File: src/rtl/pn_slide_pkg.sv
`timescale 1ns/1ps
package pn_slide_pkg;

    localparam int PN_W   = 16;
    localparam int PER_W  = 12;
    localparam int WIN_W  = 16;
    localparam int SAMP_W = 8;

    localparam int DEF_LEN  = 4;
    localparam int DEF_TAPS = 12;
    localparam int DEF_PERA = 1;
    localparam int DEF_PERB = 2;
    localparam int DEF_WIN  = 15;

    typedef enum logic {
        SND_TX = 1'b0,
        SND_RX = 1'b1
    } snd_mode_e;

    // product of two antipodal chips encoded 0 -> +1, 1 -> -1
    function automatic logic chip_mul(input logic a, input logic b);
        return a ^ b;
    endfunction

endpackage

File: src/rtl/pn_rate_strobe.sv
`timescale 1ns/1ps
module pn_rate_strobe #(
    parameter int PW = 12
) (
    input  logic          clk,
    input  logic          rst,
    input  logic          restart,
    input  logic          en,
    input  logic [PW-1:0] period,
    output logic          tick
);
    logic [PW-1:0] cnt;
    logic [PW-1:0] last;

    assign last = (period == '0) ? '0 : period - PW'(1);
    assign tick = en && (cnt == last);

    always_ff @(posedge clk) begin
        if (rst || restart)
            cnt <= '0;
        else if (en)
            cnt <= tick ? '0 : cnt + PW'(1);
    end
endmodule

File: src/rtl/pn_lfsr.sv
`timescale 1ns/1ps
module pn_lfsr #(
    parameter int NMAX = 16,
    parameter int LW   = 5
) (
    input  logic            clk,
    input  logic            rst,
    input  logic            load,
    input  logic            step,
    input  logic [LW-1:0]   len,
    input  logic [NMAX-1:0] taps,
    output logic [NMAX-1:0] state,
    output logic            chip,
    output logic            at_seed
);
    logic [NMAX-1:0] mask;
    logic [NMAX-1:0] shifted;
    logic [NMAX-1:0] nxt;
    logic            fb;

    always_comb begin
        mask = '0;
        chip = 1'b0;
        for (int i = 0; i < NMAX; i++) begin
            mask[i] = (LW'(i) < len);
            if (LW'(i + 1) == len)
                chip = state[i];
        end
        fb      = ^(state & taps & mask);
        shifted = {state[NMAX-2:0], fb} & mask;
        nxt     = (shifted == '0) ? mask : shifted;
    end

    assign at_seed = (state == mask);

    always_ff @(posedge clk) begin
        if (rst)
            state <= '1;
        else if (load)
            state <= mask;
        else if (step)
            state <= nxt;
    end
endmodule

File: src/rtl/pn_corr_acc.sv
`timescale 1ns/1ps
module pn_corr_acc #(
    parameter int SW = 8,
    parameter int WW = 16,
    localparam int AW = SW + WW + 1
) (
    input  logic                 clk,
    input  logic                 rst,
    input  logic                 clear,
    input  logic                 en,
    input  logic                 chip,
    input  logic signed [SW-1:0] samp,
    input  logic [WW-1:0]        win,
    output logic signed [AW-1:0] corr,
    output logic                 valid
);
    logic signed [AW-1:0] acc;
    logic signed [AW-1:0] ext;
    logic signed [AW-1:0] term;
    logic [WW-1:0]        wcnt;
    logic [WW-1:0]        wlast_val;
    logic                 wlast;

    assign ext       = AW'(samp);
    assign term      = chip ? -ext : ext;
    assign wlast_val = (win == '0) ? '0 : win - WW'(1);
    assign wlast     = en && (wcnt == wlast_val);

    always_ff @(posedge clk) begin
        if (rst || clear) begin
            acc   <= '0;
            wcnt  <= '0;
            corr  <= '0;
            valid <= 1'b0;
        end else begin
            valid <= wlast;
            if (en) begin
                wcnt <= wlast ? '0 : wcnt + WW'(1);
                acc  <= wlast ? '0 : acc + term;
            end
            if (wlast)
                corr <= acc + term;
        end
    end
endmodule

File: src/rtl/pn_slide_corr.sv
`timescale 1ns/1ps
module pn_slide_corr
    import pn_slide_pkg::*;
#(
    parameter int NMAX = PN_W,
    parameter int PW   = PER_W,
    parameter int WW   = WIN_W,
    parameter int SW   = SAMP_W,
    localparam int LW  = $clog2(NMAX + 1),
    localparam int AW  = SW + WW + 1
) (
    input  logic                 clk,
    input  logic                 rst,
    input  logic                 cfg_we,
    input  logic [LW-1:0]        cfg_len,
    input  logic [NMAX-1:0]      cfg_taps_a,
    input  logic [NMAX-1:0]      cfg_taps_b,
    input  logic [PW-1:0]        cfg_per_a,
    input  logic [PW-1:0]        cfg_per_b,
    input  logic [WW-1:0]        cfg_win,
    input  logic                 mode_rx,
    input  logic signed [SW-1:0] samp_i,
    input  logic signed [SW-1:0] samp_q,
    output logic                 chip_out,
    output logic                 sync_out,
    output logic                 ref_out,
    output logic signed [AW-1:0] corr_i,
    output logic signed [AW-1:0] corr_q,
    output logic                 corr_valid
);
    typedef struct packed {
        logic [LW-1:0]   len;
        logic [NMAX-1:0] taps_a;
        logic [NMAX-1:0] taps_b;
        logic [PW-1:0]   per_a;
        logic [PW-1:0]   per_b;
        logic [WW-1:0]   win;
    } snd_cfg_t;

    snd_cfg_t        cfg_q;
    snd_mode_e       mode;
    logic            rx;
    logic            restart_q;
    logic            tick_a, tick_b;
    logic            chip_a, chip_b;
    logic            seed_a, seed_b;
    logic            both_q;
    logic [NMAX-1:0] lfsr_a_st, lfsr_b_st;

    assign mode = snd_mode_e'(mode_rx);
    assign rx   = (mode == SND_RX);

    always_ff @(posedge clk) begin
        if (rst) begin
            cfg_q     <= '{len: LW'(DEF_LEN), taps_a: NMAX'(DEF_TAPS), taps_b: NMAX'(DEF_TAPS),
                           per_a: PW'(DEF_PERA), per_b: PW'(DEF_PERB), win: WW'(DEF_WIN)};
            restart_q <= 1'b1;
        end else begin
            if (cfg_we)
                cfg_q <= '{len: cfg_len, taps_a: cfg_taps_a, taps_b: cfg_taps_b,
                           per_a: cfg_per_a, per_b: cfg_per_b, win: cfg_win};
            restart_q <= cfg_we;
        end
    end

    pn_rate_strobe #(.PW(PW)) u_stb_a (
        .clk(clk), .rst(rst), .restart(restart_q), .en(!restart_q),
        .period(cfg_q.per_a), .tick(tick_a));

    pn_rate_strobe #(.PW(PW)) u_stb_b (
        .clk(clk), .rst(rst), .restart(restart_q), .en(rx && !restart_q),
        .period(cfg_q.per_b), .tick(tick_b));

    pn_lfsr #(.NMAX(NMAX), .LW(LW)) u_gen_a (
        .clk(clk), .rst(rst), .load(restart_q), .step(tick_a),
        .len(cfg_q.len), .taps(cfg_q.taps_a),
        .state(lfsr_a_st), .chip(chip_a), .at_seed(seed_a));

    pn_lfsr #(.NMAX(NMAX), .LW(LW)) u_gen_b (
        .clk(clk), .rst(rst), .load(restart_q), .step(tick_b),
        .len(cfg_q.len), .taps(cfg_q.taps_b),
        .state(lfsr_b_st), .chip(chip_b), .at_seed(seed_b));

    always_ff @(posedge clk) begin
        if (rst || restart_q)
            both_q <= 1'b0;
        else
            both_q <= seed_a && seed_b;
    end

    assign chip_out = chip_a;
    assign sync_out = rx && !restart_q && seed_a && seed_b && !both_q;
    assign ref_out  = rx && chip_mul(chip_a, chip_b);

    logic signed [SW-1:0] ch_in  [2];
    logic signed [AW-1:0] ch_out [2];
    logic [1:0]           ch_vld;

    assign ch_in[0] = samp_i;
    assign ch_in[1] = samp_q;

    for (genvar c = 0; c < 2; c++) begin : g_acc
        pn_corr_acc #(.SW(SW), .WW(WW)) u_acc (
            .clk(clk), .rst(rst), .clear(restart_q), .en(rx && !restart_q),
            .chip(chip_b), .samp(ch_in[c]), .win(cfg_q.win),
            .corr(ch_out[c]), .valid(ch_vld[c]));
    end

    assign corr_i     = ch_out[0];
    assign corr_q     = ch_out[1];
    assign corr_valid = &ch_vld;
endmodule

File: config.mk
export PLATFORM = sky130hd
export DESIGN_NAME = pn_slide_corr
export DESIGN_NICKNAME = d
export VERILOG_FILES = /design/src/rtl/pn_slide_pkg.sv /design/src/rtl/pn_rate_strobe.sv /design/src/rtl/pn_lfsr.sv /design/src/rtl/pn_corr_acc.sv /design/src/rtl/pn_slide_corr.sv
export SDC_FILE = /design/constraint.sdc
export NUM_CORES = 1
export LEC_CHECK = 0
export BUFFER_PORTS_ARGS = -buffer_cell sky130_fd_sc_hd__buf_2
export CAP_MARGIN = 20
export CORE_MARGIN = 3
export CORE_UTILIZATION = 54
export CTS_CLUSTER_DIAMETER = 60
export CTS_CLUSTER_SIZE = 10
export DETAILED_ROUTE_END_ITERATION = 12
export HOLD_SLACK_MARGIN = 0.08
export PLACE_DENSITY = 0.73
export SLEW_MARGIN = 10
export SYNTH_ARGS = -nofsm -noshare
export SYNTH_HDL_FRONTEND = slang
export SYNTH_SLANG_ARGS = --single-unit
File: constraint.sdc
create_clock -name clk -period 8.85 [get_ports clk]
set_input_delay 0.4425 -clock clk [delete_from_list [all_inputs] [get_ports clk]]
set_output_delay 0.4425 -clock clk [all_outputs]
set_load 0.1 [all_outputs]
==> impl_metrics.tcl <==
set metrics [dict create \
    startpoint_type "register" \
    num_antenna_cells 0 \
    end_kind "register" \
    reg2reg_depth 19 \
    leakage_uw 0.00766 \
    ant_nets 0 \
    ys_seq_area_share_pct 32.0 \
    start_util_pct 54.9 \
    postCtsSetupRepairBufs 0 \
    path_cells "nor2_1, a22o_1, a211oi_1, a211oi_1, o21ai_2, buf_4, inv_1, nand2_1, o21ai_0, ha_1, o211ai_1, or3b_2, a2111oi_0, o21bai_1, a2111o_1, a31oi_1, xor2_1, or4b_1, a31oi_1" \
    ir_worst_vdd_mv 0.138 \
    final.period_utilization_pct 68.4 \
    wl_per_cell_um 18.5 \
    antenna_found_initial 0 \
    area_growth_pct 11.3 \
    cts_buffer_depth 3 \
    status "complete, no violations" \
    track_usage_pct 27.5 \
    cts_sinks 269 \
    path_buf_inv 2 \
    fp.coreArea_um2 30700 \
    dp_worst_setup_slack_ns 2.79 \
    grt_overflow 0 \
    post-place-cells 2482 \
    crit_arrival_ns 6.49 \
    syn_inst 2043 \
    dp.final_hpwl_um 33800 \
    rsz0062_at_grt "false" \
    required_ns 9.29 \
    grt_max_degree 70 \
    worst_slack_ns 2.79 \
    yosys_warnings 0 \
    path_class "reg -> reg" \
    path_delay_family "compound AO/OA/AOI/OAI gates" \
    total_power_uw 3290 \
    htreeDepth 2 \
    synth_area_per_cell_um2 8.24 \
    die_y_um 183 \
    worstSetupPathDepth 19 \
    synthFlopType "dfxtp_1" \
    clock_latency_ns 0.52 \
    rows 64 \
    routed_wl_um 46800 \
    fin_cells 2530 \
    fp.dieW_um 183 \
    synth_nets 2205 \
    ioPinCount 151 \
    grt_pass1_wl_um 76200 \
    cts_hold_buf 0 \
    maxCapViolCount 0 \
    max-slew-margin-rel_pct 30.0 \
    worst_clock_skew_ns 0.0192 \
    grt_pass1_vias 14700 \
    max_stage_delay_ns 0.88 \
    clock.fmax_ghz 0.165 \
    dpl_cell_area_um2 17700 \
    cts_resized 0 \
    dr.pass1.iters 6 \
    r2r-start "cfg_q[72]$_SDFFE_PP0P_" \
    holdCritPathClass "in -> reg" \
    rr_endpoint "g_acc[1].u_acc.acc[24]$_SDFFE_PP0P_" \
    dr.first_iter.drc_count 954 \
    vias 15200 \
    holdPathStages 3 \
    reg2reg_slack_ns 2.79 \
    slowest_stage "dfxtp_1" \
    period_needed_ns 6.06 \
    synth.cell_area_um2 16800 \
    async_flop_share_pct 0 \
    vias_per_cell 6.03 \
    hold_violations 0 \
    crit_end "g_acc[1].u_acc.acc[24]$_SDFFE_PP0P_" \
    crit_path_start "cfg_q[72]$_SDFFE_PP0P_" \
    clk_pin_slew_worst_paths_ns 0.05 \
    crit_fanout 31 \
    die_area_um2 33300 \
    place_congestion 0.977 \
    synth_edf_count 0 \
    io_buffers 150 \
    drive_gt1_share_pct 12.3 \
    setup_tns_ns 0 \
    layout.nets 2287 \
    clockRootBuffer "clkbuf_16" \
    power_density_nw_per_um2 176 \
    report.final.slew_viol_count 0 \
    synth-seq-cells 269 \
    cts_tree "built" \
    synthDistinctLibCells 92 \
    drc 0 \
    worst_slew_pin_slew_ns 1.05 \
    setup_viol 0 \
    cts_made_buffers 36 \
    fin_area_um2 18700 \
]
cell usage after synthesis (15+ instances only):
| cell | instances | area share, % |
|---|---|---|
| a21o_1 | 17 | 0.76 |
| a21oi_1 | 115 | 3.4 |
| a2bb2oi_1 | 22 | 1.1 |
| and2_1 | 16 | 0.59 |
| and3_1 | 27 | 1.0 |
| buf_1 | 16 | 0.36 |
| clkbuf_1 | 85 | 1.9 |
| dfxtp_1 | 269 | 32 |
| ha_1 | 63 | 4.7 |
| inv_1 | 48 | 1.1 |
| mux2i_1 | 153 | 9.1 |
| nand2_1 | 187 | 4.2 |
| nand2b_1 | 20 | 0.74 |
| nand3_1 | 109 | 3.2 |
| nand4_1 | 31 | 1.2 |
| nor2_1 | 233 | 5.2 |
| nor3_1 | 63 | 1.9 |
| o211ai_1 | 15 | 0.67 |
| o21ai_0 | 56 | 1.7 |
| o31ai_1 | 17 | 0.76 |
| or2_2 | 18 | 0.67 |
| or3_1 | 28 | 1.0 |
| xnor2_1 | 99 | 5.1 |
| xor2_1 | 62 | 3.2 |
flip-flops by register name (all words and copies together), names as in the netlist:
signal and cells:
cfg_q 77, u_gen_b.state 16, g_acc.u_acc.valid 2, u_stb_b.cnt 12, g_acc.u_acc.wcnt 32, g_acc.u_acc.acc 50, both_q 1, g_acc.u_acc.corr 50
u_gen_a.state 16, restart_q 1, u_stb_a.cnt 12
final cells by class:
cell class | count | area [um^2]
Fill cell | 2762 | 11900
Multi-Input combinational cell | 1606 | 10800
Sequential cell | 269 | 5390
Clock buffer | 41 | 971
Timing Repair Buffer | 163 | 858
Tap cell | 396 | 495
Inverter | 49 | 184
Clock inverter | 6 | 70.1
worst min path at each step:
stage                                              start                                   end  slack, ns
finish                                     cfg_taps_a[3]                cfg_q[59]$_SDFFE_PP1P_       0.15
global placement    g_acc[0].u_acc.corr[24]$_SDFFE_PP0P_  g_acc[0].u_acc.corr[24]$_SDFFE_PP0P_       0.44
floorplan                         cfg_q[43]$_SDFFE_PP1P_                cfg_q[43]$_SDFFE_PP1P_       0.43
CTS                                        cfg_taps_a[3]                cfg_q[59]$_SDFFE_PP1P_       0.13
global route                               cfg_taps_a[3]                cfg_q[59]$_SDFFE_PP1P_       0.15
detailed placement  g_acc[0].u_acc.corr[24]$_SDFFE_PP0P_  g_acc[0].u_acc.corr[24]$_SDFFE_PP0P_       0.45
per-layer routing:
metal  global-route usage [%]  vias up  routed length, um
met5                        0        -                  0
met4                     10.9        0               1690
met3                     4.09      119               2850
met2                     45.0      494              21300
met1                     36.5     7128              21000
li1                         -     7505                  -
where the power goes:
group	total, uW	leakage [uW]	switching [uW]	internal, uW
Clock	1330	0.000514	529	801
Sequential	1320	0.00219	73.6	1250
Combinational	636	0.00496	373	263
metrics by stage:
stage | hold WS [ns] | utilization (%)
after floorplan | 0.433 | -
after global placement | 0.441 | 57.7
after detailed placement | 0.448 | 57.7
after CTS | 0.131 | 61.1
after global routing | 0.149 | 61.1
final | 0.149 | 61.1
cell usage in the layout, fill, tap and decap left out, drive strengths merged, types with 22 or more instances in the layout:
cell type and count:
clkbuf 41, nand3 109, inv 51, mux2i 153, dfxtp 269, nor2 234, xnor2 99, xor2 62
nand4 31, a21oi 116, ha 63, and3 27, buf 163, or3 28, nand2 187, a2bb2oi 22
nor3 63, o21ai 57
cells by family (layout without fill, tap and decap cells):
kind of cell    Yosys count  after routing  share of synthesized area, %
xor+xnor                170            170                          9.58
buf+inv                 168            259                          4.18
fa+ha+maj                65             65                          4.92
compound gates          390            390                          15.9
mux                     157            157                          9.50
flops                   269            269                          32.0
simple gates            824            824                          24.0
worst min-delay path, stage by stage:
cell and delay [ns]:
buf_2 0.07, mux2i_1 0.05, nand2_1 0.06
Note: power is estimated with default switching activity, not from simulation.
